### config.mk
export PLATFORM = sky130hd
export DESIGN_NAME = sec_state_ctrl
export DESIGN_NICKNAME = d
export VERILOG_FILES = /design/src/rtl/sstc_pkg.sv /design/src/rtl/sstc_rule_eval.sv /design/src/rtl/sstc_depth_track.sv /design/src/rtl/sstc_out_reg.sv /design/src/rtl/sec_state_ctrl.sv
export SDC_FILE = /design/constraint.sdc
export NUM_CORES = 1
export LEC_CHECK = 0
export BUFFER_PORTS_ARGS = -buffer_cell sky130_fd_sc_hd__buf_2
export CAP_MARGIN = 20
export CELL_PAD_IN_SITES_DETAIL_PLACEMENT = 0
export CELL_PAD_IN_SITES_GLOBAL_PLACEMENT = 1
export CORE_UTILIZATION = 32
export DETAILED_ROUTE_END_ITERATION = 8
export PLACE_DENSITY_LB_ADDON = 0.1
export SETUP_SLACK_MARGIN = 0.15
export SLEW_MARGIN = 10
export SYNTH_ARGS = -nofsm -noshare
export SYNTH_HDL_FRONTEND = slang
export SYNTH_HIERARCHICAL = 1
export SYNTH_SLANG_ARGS = --single-unit
### constraint.sdc
create_clock -name clk -period 4.55 [get_ports clk]
set_clock_uncertainty 0.2 [all_clocks]
set_input_delay 1.365 -clock clk [delete_from_list [all_inputs] [get_ports clk]]
set_output_delay 1.365 -clock clk [all_outputs]
set_load 0.005 [all_outputs]
### src/rtl/sstc_pkg.sv
// Package: shared widths, event and attribute codes, and the per-cycle
// decision record passed from rule evaluation to the output registers.
package sstc_pkg;

    localparam int ADDR_W = 32;
    localparam logic [ADDR_W-1:0] RET_TOKEN = 32'hFEFF_FFFF;

    typedef enum logic [2:0] {
        EV_NONE   = 3'd0,
        EV_NS_BR  = 3'd1,
        EV_NS_BRL = 3'd2,
        EV_GATE   = 3'd3,
        EV_TOKEN  = 3'd4
    } ev_e;

    typedef enum logic [1:0] {
        AT_NS  = 2'd0,
        AT_NSC = 2'd1,
        AT_S   = 2'd2,
        AT_S2  = 2'd3
    } attr_e;

    typedef struct packed {
        logic              next_sec;
        logic              link_wr;
        logic [ADDR_W-1:0] link_val;
        logic              push;
        logic [ADDR_W-1:0] push_val;
        logic              pop;
        logic              redir;
        logic [ADDR_W-1:0] redir_val;
        logic              fault;
    } decision_t;

endpackage

### src/rtl/sstc_rule_eval.sv
// Module: sstc_rule_eval
// Combinational transition rules. Given the current security state, the
// event of this cycle and the stack occupancy flags, it produces the full
// decision for the next cycle.
// Assumes at most one event per cycle; codes above 4 are treated as no event.
module sstc_rule_eval
    import sstc_pkg::*;
(
    input  logic              cur_sec,
    input  logic [2:0]        ev,
    input  logic [ADDR_W-1:0] target,
    input  logic [ADDR_W-1:0] ret_addr,
    input  logic [ADDR_W-1:0] link_in,
    input  logic              fetch_vld,
    input  logic [1:0]        fetch_attr,
    input  logic [ADDR_W-1:0] stack_top,
    input  logic              stk_empty,
    input  logic              stk_full,
    output decision_t         dec
);

    logic fetch_fault;
    logic attr_secure;
    logic leave_ok;

    // Classify the fetched attribute and detect an illegal Non-secure fetch.
    always_comb begin
        attr_secure = (fetch_attr == AT_S) || (fetch_attr == AT_S2);
        fetch_fault = !cur_sec && fetch_vld && attr_secure;
        leave_ok    = cur_sec && !target[0];
    end

    // Apply the transition rules for the current event.
    always_comb begin
        dec           = '0;
        dec.next_sec  = cur_sec;
        if (fetch_fault) begin
            dec.fault = 1'b1;
        end else begin
            case (ev)
                EV_NS_BR: begin
                    if (cur_sec) begin
                        dec.redir     = 1'b1;
                        dec.redir_val = {target[ADDR_W-1:1], 1'b0};
                        if (leave_ok) dec.next_sec = 1'b0;
                    end
                end
                EV_NS_BRL: begin
                    if (cur_sec) begin
                        if (leave_ok && stk_full) begin
                            dec.fault = 1'b1;
                        end else begin
                            dec.redir     = 1'b1;
                            dec.redir_val = {target[ADDR_W-1:1], 1'b0};
                            if (leave_ok) begin
                                dec.next_sec = 1'b0;
                                dec.link_wr  = 1'b1;
                                dec.link_val = RET_TOKEN;
                                dec.push     = 1'b1;
                                dec.push_val = ret_addr;
                            end
                        end
                    end
                end
                EV_GATE: begin
                    if (!cur_sec && fetch_vld && (fetch_attr == AT_NSC)) begin
                        dec.next_sec = 1'b1;
                        dec.link_wr  = 1'b1;
                        dec.link_val = {link_in[ADDR_W-1:1], 1'b0};
                    end
                end
                EV_TOKEN: begin
                    if (!cur_sec) begin
                        if (stk_empty) begin
                            dec.fault = 1'b1;
                        end else begin
                            dec.next_sec  = 1'b1;
                            dec.pop       = 1'b1;
                            dec.redir     = 1'b1;
                            dec.redir_val = stack_top;
                        end
                    end
                end
                default: ;
            endcase
        end
    end

endmodule

### src/rtl/sstc_depth_track.sv
// Module: sstc_depth_track
// Counts entries on the Secure stack so that the rules can see empty/full.
// Assumes the caller never pushes when full nor pops when empty; such
// requests are ignored. A depth of zero gives a stack that is always empty
// and always full.
module sstc_depth_track #(
    parameter int STACK_DEPTH = 4
) (
    input  logic clk,
    input  logic rst_n,
    input  logic push,
    input  logic pop,
    output logic empty,
    output logic full
);

    generate
        if (STACK_DEPTH == 0) begin : g_none
            assign empty = 1'b1;
            assign full  = 1'b1;
        end else begin : g_cnt
            localparam int CW = $clog2(STACK_DEPTH + 1);
            logic [CW-1:0] cnt;

            // Track occupancy, one change per cycle at most.
            always_ff @(posedge clk) begin
                if (!rst_n) begin
                    cnt <= '0;
                end else if (push && !full) begin
                    cnt <= cnt + 1'b1;
                end else if (pop && !empty) begin
                    cnt <= cnt - 1'b1;
                end
            end

            assign empty = (cnt == '0);
            assign full  = (cnt == CW'(STACK_DEPTH));
        end
    endgenerate

endmodule

### src/rtl/sstc_out_reg.sv
// Module: sstc_out_reg
// Registers the decision record: the security state and every strobe and
// data output. Strobes are cleared each cycle unless the new decision sets
// them, which makes each one a single-cycle pulse.
module sstc_out_reg
    import sstc_pkg::*;
(
    input  logic              clk,
    input  logic              rst_n,
    input  decision_t         dec,
    output logic              sec,
    output logic              link_wr,
    output logic [ADDR_W-1:0] link_val,
    output logic              push,
    output logic [ADDR_W-1:0] push_val,
    output logic              pop,
    output logic              redir,
    output logic [ADDR_W-1:0] redir_val,
    output logic              fault
);

    // Capture the decision; reset lands in Secure with all strobes low.
    always_ff @(posedge clk) begin
        if (!rst_n) begin
            sec       <= 1'b1;
            link_wr   <= 1'b0;
            link_val  <= '0;
            push      <= 1'b0;
            push_val  <= '0;
            pop       <= 1'b0;
            redir     <= 1'b0;
            redir_val <= '0;
            fault     <= 1'b0;
        end else begin
            sec       <= dec.next_sec;
            link_wr   <= dec.link_wr;
            link_val  <= dec.link_val;
            push      <= dec.push;
            push_val  <= dec.push_val;
            pop       <= dec.pop;
            redir     <= dec.redir;
            redir_val <= dec.redir_val;
            fault     <= dec.fault;
        end
    end

endmodule

### src/rtl/sec_state_ctrl.sv
// Module: sec_state_ctrl
// Top of the security state transition controller. It ties the rule
// evaluator to the registered outputs and to the stack occupancy counter.
// Assumes the Secure stack outside presents its top entry on stack_top_i
// whenever it is non-empty and acts on push/pop requests in the cycle they
// are raised.
module sec_state_ctrl #(
    parameter int STACK_DEPTH = 4
) (
    input  logic        clk,
    input  logic        rst_n,
    input  logic [2:0]  ev_i,
    input  logic [31:0] target_i,
    input  logic [31:0] ret_addr_i,
    input  logic [31:0] link_in_i,
    input  logic        fetch_vld_i,
    input  logic [1:0]  fetch_attr_i,
    input  logic [31:0] stack_top_i,
    output logic        sec_state_o,
    output logic        link_wr_o,
    output logic [31:0] link_o,
    output logic        push_req_o,
    output logic [31:0] push_data_o,
    output logic        pop_req_o,
    output logic        redirect_vld_o,
    output logic [31:0] redirect_addr_o,
    output logic        fault_o
);
    import sstc_pkg::*;

    decision_t dec;
    logic      stack_empty;
    logic      stack_full;

    sstc_rule_eval u_rules (
        .cur_sec    (sec_state_o),
        .ev         (ev_i),
        .target     (target_i),
        .ret_addr   (ret_addr_i),
        .link_in    (link_in_i),
        .fetch_vld  (fetch_vld_i),
        .fetch_attr (fetch_attr_i),
        .stack_top  (stack_top_i),
        .stk_empty  (stack_empty),
        .stk_full   (stack_full),
        .dec        (dec)
    );

    sstc_depth_track #(.STACK_DEPTH(STACK_DEPTH)) u_depth (
        .clk   (clk),
        .rst_n (rst_n),
        .push  (dec.push),
        .pop   (dec.pop),
        .empty (stack_empty),
        .full  (stack_full)
    );

    sstc_out_reg u_out (
        .clk       (clk),
        .rst_n     (rst_n),
        .dec       (dec),
        .sec       (sec_state_o),
        .link_wr   (link_wr_o),
        .link_val  (link_o),
        .push      (push_req_o),
        .push_val  (push_data_o),
        .pop       (pop_req_o),
        .redir     (redirect_vld_o),
        .redir_val (redirect_addr_o),
        .fault     (fault_o)
    );

endmodule

### Yosys cells after proc, flatten, opt, wreduce, memory -nomap -nowiden

Index checks and enable logic that the tools add are counted.

* flip-flop bits (word level): 105
* output and inout bits: 102

* $add $sub $neg: 2
* eq/ne operators: 9
* muxes and demuxes: 25
* bitwise logic cells: 5
* reduce and logical (&&, ||, !) cells: 18

Operators by type and width (number)
* 67-bit two-way mux: 4
* 34-bit two-way mux: 3
* 33-bit two-way mux: 3
* 33-bit one-hot mux with 3 select lines: 1
* 33-bit one-hot mux with 2 select lines: 1
* 35-bit two-way mux: 1
* 1-bit two-way mux: 8
* 1-bit logical AND: 7
* 3-bit by 2-bit equality test with 1-bit output, second input constant: 2
* 3-bit equality test, second input constant: 2
* 3-bit two-way mux: 2
* 6-bit OR reduction: 1
* 1-bit NOT: 5
* 2-bit equality test, second input constant: 2
* 1-bit logical NOT: 4
* 1-bit one-hot mux with 4 select lines: 1
* 4-bit nonzero test: 1
* 3-bit by 1-bit adder with 3-bit output, second input constant: 1
* 3-bit by 1-bit equality test with 1-bit output, second input constant: 1
* 3-bit logical NOT: 1
* 3-bit AND reduction: 1
* 3-bit by 1-bit subtractor with 3-bit output, second input constant: 1
* 2-bit by 1-bit equality test with 1-bit output, second input constant: 1
* 2-bit by 1-bit inequality test with 1-bit output, second input constant: 1
* other kinds (4): 4

### Logic depth before layout (Yosys ltp)

Gate-level depths: netlist of run 1.

* depth in word-level cells: 10
* gate-level depth with buffers: 9
* mapped depth without buffers: 8

### Hierarchy

Netlist of run 1, hierarchy kept.

By module, submodules not included
* sstc_out_reg: instances 1, cells an instance 215, area each 2791.4 um2
* sstc_rule_eval: instances 1, cells an instance 189, area each 1278.7 um2
* sstc_depth_track: instances 1, cells an instance 23, area each 210.2 um2

### Worst setup path before layout of run 1

Ideal clock, no wire load.

* path type: input port to flip-flop
* from: input port ev_i[0]
* to: register u_depth.g_cnt.cnt[2]
* library setup time: 0.086 ns
* data arrival time: 3.428 ns
* setup slack: 0.835 ns
* stages: 8
* buffers on the path: 1
* cells stage by stage: nand2b_4 -> nor3_4 -> clkbuf_1 -> and2_1 -> or2b_1 -> fa_1 -> or3b_1 -> a221oi_2

RTL lines
* start: declaration: RTL line sec_state_ctrl.sv:12 `input logic [2:0] ev_i,`
* end signal: assignment: RTL line sstc_depth_track.sv:30 `cnt <= cnt + 1'b1;`
* end signal: assignment: RTL line sstc_depth_track.sv:32 `cnt <= cnt - 1'b1;`
* end: declaration: RTL line sstc_depth_track.sv:23 `logic [CW-1:0] cnt;`

==> results.cfg, run 1 <==
[grt]
grtUsageTotal_pct = 15.92
antenna_found_initial = 0
overflow = 0
grt_max_degree = 68
grt_pass1_wl_um = 17460
grt_pass1_vias = 3524

[placed_design]
dp_cells = 805
hpwl_um = 7628
dp_slack_ns = 0.7863
placed_area_sq_um = 5448
port_buffers = 236
gp_congestion = 0.7152

[pwr]
max-vdd-ir-drop_uv = 192.1
p_leak_nw = 3.170
netSwitchingFraction_pct = 23.55
p_per_area_nw_per_um2 = 329.1
p_seq_share_pct = 49.6
combPwrFrac_pct = 9.5
internal-power_w = 0.001446
switchingPower_w = 0.0004455
clock_power_share_pct = 40.9

[floorplan]
start_util_pct = 33.38
num_rows = 41
boundaryPins = 238
die_x_um = 117.7
dieHeight_um = 117.7
dieArea_sq_um = 13840
core_sq_um = 12820

[synth]
synth-simple-area-share_pct = 28.03
synth-edff-count = 0
yosysSeqAreaShare_pct = 49.11
synth_top_family_by_area = simple AND/OR/NAND/NOR gates
syn_area_per_cell_sq_um = 10.02
yosys_warnings = 6
synth_cell_types = 40
synth_fp_nets = 564
synth_compound_area_share_pct = 14.62
synth_flop_cell = dfxtp_1
synth.mux.area_fraction_pct = 0.2631
netlist_area_sq_um = 4280
ys_ff_latch = 105
ys_async_sr_fraction_pct = 0
synthXorXnorAreaFrac_pct = 0.2046
synth_fa_ha_area_share_pct = 0.4677
synthCells = 427

[sta]
hold_viol = 0
setup_tns_ns = 0
min_period_ns = 3.404
rsz0062_at_grt = false
max-slew-margin-rel_pct = 39.52
setup_slack_ns = 1.146
final.period_utilization_pct = 74.82
drv_slew = 0
tightest_slew_ns = 0.9073
setup_violations = 0
fmax_mhz = 293.7

[layout]
final_net_count = 781
design_area_sq_um = 5748
drive_above_1_share_pct = 41.60
final_cell_count_no_fill = 822
fillers = 1313
multiInputGateArea_sq_um = 1871
mostFrequentLayoutCells = 236 x buf_2, 105 x dfxtp_1, 105 x and2_1
syn_to_final_growth_pct = 34.29
utilization_pct = 44.82
layout_commonest_cell = buf_2
final-seq-area_sq_um = 2102

[drt]
routedWlPerCell_um = 13.24
final_antenna_net_count = 0
route.detailed.drc = 0
drt-pass1-iter-count = 4
num_vias = 3719
viasPerCell = 4.524
drtIter0Drc = 134
routed_wirelength_um = 10890

[worst_setup_path]
worstPathCellList = buf_2 > nand2b_4 > nor3_4 > and2_1 > or2b_1 > fa_1 > or3b_1 > a221oi_2
cp.arrival_ns = 3.47
startpoint_type = input pin
path_buf_inv = 1
reg2reg_to = u_depth/g_cnt.cnt[2]
r2r_start = u_depth/g_cnt.cnt[0]
crit_type = in2reg
crit_fanout = 11
cp-end-kind = flop
crit_required_ns = 4.62
crit_path_max_incr_delay_ns = 0.42
critPathTopFamily = simple AND/OR/NAND/NOR gates
ff2ff_setup_slack_ns = 1.79
r2r_cells = 7
crit_slowest_cell = fa_1

[clock_network]
clock_latency_ns = 0.35
post_cts_resized = 0
clk_pin_slew_worst_paths_ns = 0.07
h-tree-depth = 3
cts_buffer_depth = 2
cts-root-buf = clkbuf_16
cts_buffers = 9
cts_tree = done
cts_setup_buffers = 0
ctsHoldBuffers = 0
cts.sinks = 105

[job]
maxCapViolCount = 0

[hold_path]
hp-start = u_depth/g_cnt.cnt[2]
hold_depth = 1
hold_path_class = reg2reg
whs_endpoint = u_depth/g_cnt.cnt[2]

[run_status]
status = finished, final reports clean
==> synthesized netlist by cell type (3+ instances only) <==
| cell type | number | area share [%] |
|---|---|---|
| and2_1 | 105 | 15 |
| dfxtp_1 | 105 | 49 |
| nor2_1 | 34 | 3.0 |
| and3_1 | 33 | 4.8 |
| a21o_1 | 31 | 5.4 |
| a32oi_1 | 31 | 6.3 |
| buf_6 | 18 | 4.7 |
| buf_2 | 13 | 1.5 |
| clkbuf_1 | 7 | 0.61 |
| a21oi_1 | 5 | 0.58 |
| nand2_1 | 5 | 0.44 |
| o21ai_0 | 4 | 0.47 |
| nand2b_1 | 3 | 0.44 |
==> flip-flops by register name, indices dropped and copies added, names as in the netlist, 3 cells and up <==
name,cells
u_out/redir_val,32
u_out/link_val,32
u_out/push_val,32
u_depth/g_cnt.cnt,3
==> stage by stage <==
stage	hold slack, ns	total power [W]
after CTS	0.3427	0.001930
after global routing	0.3715	0.001980
after detailed placement	0.3272	0.001142
final	0.3409	0.001892
after global placement	0.3369	0.001139
after floorplan	0.2917	0.001057
==> worst max-delay path by stage <==
stage | start | endpoint | slack [ns] | cells past startpoint
floorplan | ev_i[0] | u_depth/g_cnt.cnt[2] | 0.84 | 8
finish | ev_i[1] | u_depth/g_cnt.cnt[2] | 1.15 | 8
detailed placement | ev_i[1] | u_depth/g_cnt.cnt[2] | 0.79 | 8
CTS | ev_i[1] | u_depth/g_cnt.cnt[2] | 1.16 | 8
global placement | ev_i[1] | u_depth/g_cnt.cnt[2] | 0.86 | 8
global route | ev_i[1] | u_depth/g_cnt.cnt[2] | 1.04 | 8
==> cell type report <==
cell class,instances,area share (%)
antenna,1,0.04354
clock buffer,10,3.983
clock inverter,6,1.197
inverter,3,0.1959
multi-input combinational,280,32.54
sequential,105,36.57
tap,172,3.744
timing repair buffer,245,21.72
==> worst reg2reg max path: stages (launching register included) <==
cell and delay, ns:
dfxtp_1 0.49, nor3b_1 0.16, nor3_4 0.19, and2_1 0.31, or2b_1 0.28, fa_1 0.42
or3b_1 0.41, a221oi_2 0.24
==> power by group through the flow <==
stage	Combinational (W)	Clock (W)	Sequential, W
after floorplan	0.0000957	0	0.000962
after global placement	0.000179	0	0.000959
after detailed placement	0.000182	0	0.000960
after CTS	0.000183	0.000809	0.000938
after global routing	0.000201	0.000839	0.000940
final	0.000179	0.000774	0.000938
==> routing by layer <==
| layer | up-vias | GRT usage [%] | part of all wire [%] |
|---|---|---|---|
| li1 | 1892 | - | - |
| met1 | 1656 | 18.44 | 43 |
| met2 | 156 | 26.10 | 47 |
| met3 | 15 | 7.074 | 8.6 |
| met4 | 0 | 5.128 | 1.7 |
| met5 | - | 0 | 0 |
==> logic make-up after synthesis <==
family                   after synthesis
adder cells (fa/ha/maj)                1
AO/OA/AOI/OAI                         79
AND/OR/NAND/NOR                      198
buffers and inverters                 42
flip-flops                           105
multiplexers                           1
XOR/XNOR                               1
No activity file was read; power rests on OpenSTA's default activity.
==> run 2, diff against run 1 <==
==> constraint.sdc (replaced) <==
create_clock -name clk -period 3.5 [get_ports clk]
set_clock_uncertainty 0.2 [all_clocks]
set_input_delay 1.05 -clock clk [delete_from_list [all_inputs] [get_ports clk]]
set_output_delay 1.05 -clock clk [all_outputs]
set_load 0.005 [all_outputs]
==> run 2 against run 1 <==
Compared with the run above:
- clock-buffer cell count increased by 3
- global-route usage is essentially flat
- die area unchanged
- sequential power up 30%
- critical path depth unchanged
- design area is 0.44% lower
- first-iteration DRC count up 30%
- via count is 1.6% lower
- register-to-register slack worse by 0.92 ns
- total power grew 25%
- largest cell class unchanged
==> results.cfg, run 2 (synthesis gave the netlist of run 1 again) <==
[worst_setup_path]
critPathTopFamily = simple AND/OR/NAND/NOR gates
startpoint = ev_i[1]
reg2reg_to = u_depth/g_cnt.cnt[2]
crit_end = u_depth/g_cnt.cnt[2]
r2r_cells = 7
path_buf_inv = 1
crit_type = in2reg
r2r_start = u_depth/g_cnt.cnt[0]
crit_slowest_cell = fa_1
startpoint_type = input pin
cp-end-kind = flop
worstPathCellList = buf_2 > nand2b_4 > nor3_4 > and2_4 > or2b_1 > fa_1 > or3b_1 > a221oi_2
cp.arrival_ns = 3.02
crit_path_max_incr_delay_ns = 0.43
crit_fanout = 11
crit_required_ns = 3.56
path_depth = 8
ff2ff_setup_slack_ns = 0.87

[clock_network]
clk_pin_slew_worst_paths_ns = 0.06
clock_latency_ns = 0.34
cts_tree = done
cts.sinks = 105
h-tree-depth = 3
cts_buffers = 9
ctsHoldBuffers = 0
cts_setup_buffers = 0
post_cts_resized = 0
cts_buffer_depth = 2
cts-root-buf = clkbuf_16

[hold_path]
hold_path_class = reg2reg

[sta]
max-slew-margin-rel_pct = 52.14
setup_tns_ns = 0
setup_slack_ns = 0.5356
drv_slew = 0
fmax_mhz = 337.3
min_period_ns = 2.964
setup_violations = 0
tightest_slew_ns = 0.7178
hold_viol = 0
final.period_utilization_pct = 84.70
rsz0062_at_grt = false

[drt]
final_antenna_net_count = 0
routed_wirelength_um = 10940
routedWlPerCell_um = 13.31
num_vias = 3661
viasPerCell = 4.454
drtIter0Drc = 174
drt-pass1-iter-count = 5
route.detailed.drc = 0

[placed_design]
gp_congestion = 0.7129
port_buffers = 236
dp_cells = 805
hpwl_um = 7672
dp_slack_ns = 0.1862

[floorplan]
num_rows = 41
dieHeight_um = 117.7
core_sq_um = 12820
boundaryPins = 238
start_util_pct = 33.38
die_x_um = 117.7
dieArea_sq_um = 13840

[grt]
grt_pass1_vias = 3449
overflow = 0
grt_max_degree = 68
grt_pass1_wl_um = 17480
antenna_found_initial = 1
grtUsageTotal_pct = 15.97

[layout]
mostFrequentLayoutCells = 236 x buf_2, 105 x dfxtp_1, 104 x and2_1
drive_above_1_share_pct = 41.29
final_net_count = 781
layout_commonest_cell = buf_2
fillers = 1296
reg_top3 = u_out/link_val (32), u_out/push_val (32), u_out/redir_val (32)
final_cell_count_no_fill = 822
syn_to_final_growth_pct = 33.70

[pwr]
max-vdd-ir-drop_uv = 209.3
p_leak_nw = 3.169
p_per_area_nw_per_um2 = 411.8

[job]
maxCapViolCount = 0

[run_status]
status = finished, final reports clean
==> run 2: changes by cell type in the layout (fill, tap and decap cells not counted) <==
cell | before | now
clkinvlp_4 | 4 | 1
bufinv_16 | 1 | 0
clkinv_4 | 1 | 0
and2_4 | 0 | 1
buf_4 | 9 | 8
clkbuf_1 | 1 | 4
and2_1 | 105 | 104
clkinv_2 | 0 | 2
buf_12 | 0 | 1
==> run 2: per-stage QoR <==
stage                     hold slack (ns)  power [W]  util (%)  cell area [sq um]
after global placement             0.3357   0.001484     42.60               5463
after CTS                          0.3487   0.002406     44.60               5720
after detailed placement           0.3343   0.001486     42.60               5463
after global routing               0.3772   0.002476     44.60               5720
final                              0.3443   0.002357     44.62               5723
after floorplan                    0.2917   0.001375         -               4284
==> run 2: final cells by class <==
cell class	count	area [sq um]	area share (%)
Tap cell	172	215.2	3.760
Multi-Input combinational cell	280	1873	32.73
Antenna cell	1	2.502	0.04373
Clock buffer	13	240.2	4.198
Clock inverter	3	17.52	0.3061
Sequential cell	105	2102	36.73
Timing Repair Buffer	245	1261	22.04
Inverter	3	11.26	0.1968
==> run 2: how the worst min path moves through the flow <==
stage,cells past startpoint,slack (ns),to,from
2_1_floorplan,1,0.29,u_depth/g_cnt.cnt[2],u_depth/g_cnt.cnt[2]
3_3_place_gp,1,0.34,u_depth/g_cnt.cnt[2],u_depth/g_cnt.cnt[2]
3_5_place_dp,1,0.33,u_depth/g_cnt.cnt[2],u_depth/g_cnt.cnt[2]
4_1_cts,1,0.35,u_depth/g_cnt.cnt[2],u_depth/g_cnt.cnt[2]
5_1_grt,1,0.38,u_depth/g_cnt.cnt[2],u_depth/g_cnt.cnt[2]
6_report,1,0.34,u_depth/g_cnt.cnt[2],u_depth/g_cnt.cnt[2]
==> run 2: layer usage <==
metal / global-route usage (%) / part of all wire, % / up-vias
met1: 19.66 / 44 / 1606
met5: 0 / 0 / -
met4: 5.769 / 1.3 / 0
li1: - / - / 1899
met3: 6.686 / 9.3 / 9
met2: 24.78 / 45 / 147
==> run 2: power by group <==
part,leakage (nW),switching (W),internal [W]
Combinational,2.20,0.000122,0.000114
Clock,0.124,0.000420,0.000481
Sequential,0.848,0.00000741,0.00121
==> run 3, diff against run 2 <==
--- a/config.mk
+++ b/config.mk
@@ -9,7 +9,7 @@
 export CAP_MARGIN = 20
 export CELL_PAD_IN_SITES_DETAIL_PLACEMENT = 0
 export CELL_PAD_IN_SITES_GLOBAL_PLACEMENT = 1
-export CORE_UTILIZATION = 32
+export CORE_UTILIZATION = 29
 export DETAILED_ROUTE_END_ITERATION = 8
 export PLACE_DENSITY_LB_ADDON = 0.1
 export SETUP_SLACK_MARGIN = 0.15
==> constraint.sdc (replaced) <==
create_clock -name clk -period 2.53 [get_ports clk]
set_clock_uncertainty 0.2 [all_clocks]
set_input_delay 0.759 -clock clk [delete_from_list [all_inputs] [get_ports clk]]
set_output_delay 0.759 -clock clk [all_outputs]
set_load 0.005 [all_outputs]
==> run 3 against run 2 <==
Compared with the run above:
- global-route usage decreased by 1.5 points
- via count rose by 3.3%
- total power rose by 50%
- first-iteration DRC count decreased by 43%
- cell count increased by 3.3%
- sequential share of layout area down 1.6 points
- wire length rose by 3.8%
- critical path depth is the same
- clock-buffer cell count down 2
- clock power up 66%
==> results.cfg, run 3 (synthesis gave the netlist of run 1 again) <==
[drt]
routed_wirelength_um = 11360
num_vias = 3781
route.detailed.drc = 0
routedWlPerCell_um = 13.38
viasPerCell = 4.453
final_antenna_net_count = 0
drtIter0Drc = 100
drt-pass1-iter-count = 4

[clock_network]
cts_tree = done
cts.sinks = 105
clock_latency_ns = 0.34
cts_buffer_depth = 2
h-tree-depth = 3
cts-root-buf = clkbuf_16
ctsHoldBuffers = 0
cts_setup_buffers = 0
cts_buffers = 9
clk_pin_slew_worst_paths_ns = 0.07

[floorplan]
dieArea_sq_um = 15250
dieHeight_um = 123.5
boundaryPins = 238
core_sq_um = 14480
die_x_um = 123.5
num_rows = 44
start_util_pct = 29.56

[worst_setup_path]
crit_fanout = 2
worstPathCellList = buf_2 > nand2b_4 > nor3_4 > and2_4 > or2b_1 > fa_2 > or3b_4 > a221oi_2
r2r_start = u_depth/g_cnt.cnt[2]
crit_type = in2reg
cp-end-kind = flop
crit_required_ns = 2.59
crit_path_max_incr_delay_ns = 0.39
cp.arrival_ns = 2.48
reg2reg_to = u_depth/g_cnt.cnt[2]
ff2ff_setup_slack_ns = 0.24
critPathTopFamily = simple AND/OR/NAND/NOR gates
r2r_cells = 7
crit_slowest_cell = or3b_4
startpoint_type = input pin
path_buf_inv = 1
path_depth = 8

[sta]
hold_viol = 0
tightest_slew_ns = 0.6337
max-slew-margin-rel_pct = 57.75
final.period_utilization_pct = 95.69
fmax_mhz = 413.0
rsz0062_at_grt = true
setup_violations = 0
min_period_ns = 2.421
drv_slew = 0
setup_slack_ns = 0.1089

[layout]
design_area_sq_um = 5982
final_cell_count_no_fill = 849
reg_top3 = u_out/link_val (32), u_out/push_val (32), u_out/redir_val (32)
mostFrequentLayoutCells = 236 x buf_2, 105 x dfxtp_1, 104 x and2_1
antenna_cells = 0
fillers = 1511
final-seq-area_sq_um = 2102
final_net_count = 797
drive_above_1_share_pct = 43.91
layout_commonest_cell = buf_2
multiInputGateArea_sq_um = 1898
syn_to_final_growth_pct = 39.75

[grt]
antenna_found_initial = 0
grt_pass1_wl_um = 16810
grt_max_degree = 68
grt_pass1_vias = 3427
grtUsageTotal_pct = 14.46
overflow = 0

[placed_design]
dp_slack_ns = -0.3464
hpwl_um = 8083
placed_area_sq_um = 5643
port_buffers = 236
dp_cells = 833
gp_congestion = 0.7721

[pwr]
p_leak_nw = 3.311
max-vdd-ir-drop_uv = 282.8
p_per_area_nw_per_um2 = 592.4

[run_status]
status = finished, final reports clean

[hold_path]
whs_endpoint = u_depth/g_cnt.cnt[2]
hp-start = u_depth/g_cnt.cnt[2]
hold_depth = 2
hold_path_class = reg2reg

[job]
maxCapViolCount = 0
## run 3: changes by cell type in the layout (fill, tap and decap cells not counted), moves of 2 or more
cell	previous run	this run
clkbuf_1	4	1
buf_12	1	4
buf_4	8	21
bufinv_16	0	2
## run 3: worst register-to-register path, stage by stage (launching register included)
cell	delay, ns
dfxtp_1	0.31
nor3b_2	0.18
nor3_4	0.17
and2_4	0.16
or2b_1	0.24
fa_2	0.35
or3b_4	0.39
a221oi_2	0.21
## run 3: how the worst max path moves through the flow
stage / start / slack [ns] / endpoint
finish: ev_i[0] / 0.11 / u_depth/g_cnt.cnt[2]
global route: ev_i[0] / 0.05 / u_depth/g_cnt.cnt[2]
CTS: ev_i[0] / 0.11 / u_depth/g_cnt.cnt[2]
detailed placement: ev_i[0] / -0.35 / u_depth/g_cnt.cnt[2]
global placement: ev_i[0] / -0.27 / u_depth/g_cnt.cnt[2]
floorplan: ev_i[0] / -0.46 / u_depth/g_cnt.cnt[2]
## run 3: report_power, final
part	leakage [nW]	internal (W)	switching, W	total, W
clock	0.159	0.000894	0.000610	0.00150
combinational	2.30	0.000177	0.000180	0.000357
sequential	0.848	0.00168	0.00000618	0.00168
total	3.31	0.00275	0.000796	0.00354
## run 3: final cells by class
class / count / area share [%]
multi-input cells: 280 / 31.73
well taps: 184 / 3.849
flip-flops and latches: 105 / 35.14
clock inverters: 5 / 1.318
repair buffers: 261 / 23.72
inverters: 3 / 0.1882
clock buffers: 11 / 4.058
## run 3: per-stage QoR
stage / TNS, ns / power (W) / utilization [%] / hold WS (ns)
2_1_floorplan: -0.5288 / 0.001904 / - / 0.2917
5_1_grt: 0 / 0.003720 / 41.32 / 0.4202
6_report: 0 / 0.003544 / 41.32 / 0.3610
3_3_place_gp: -0.2746 / 0.002078 / 38.97 / 0.3470
4_1_cts: 0 / 0.003619 / 41.28 / 0.3571
3_5_place_dp: -0.3464 / 0.002084 / 38.97 / 0.3472
## run 3: what timing repair did
item                                    CTS  global route
pin swaps                                 0             1
endpoints found under the setup margin    1             4
resized for setup                         3             1
## run 3: per-layer routing
metal / vias to the layer above / global-route usage, % / wire length [um]
met3: 11 / 5.166 / 1042
met4: 0 / 6.476 / 162
met2: 148 / 22.97 / 5199
li1: 1926 / - / -
met5: - / 0 / 0
met1: 1696 / 17.45 / 4958
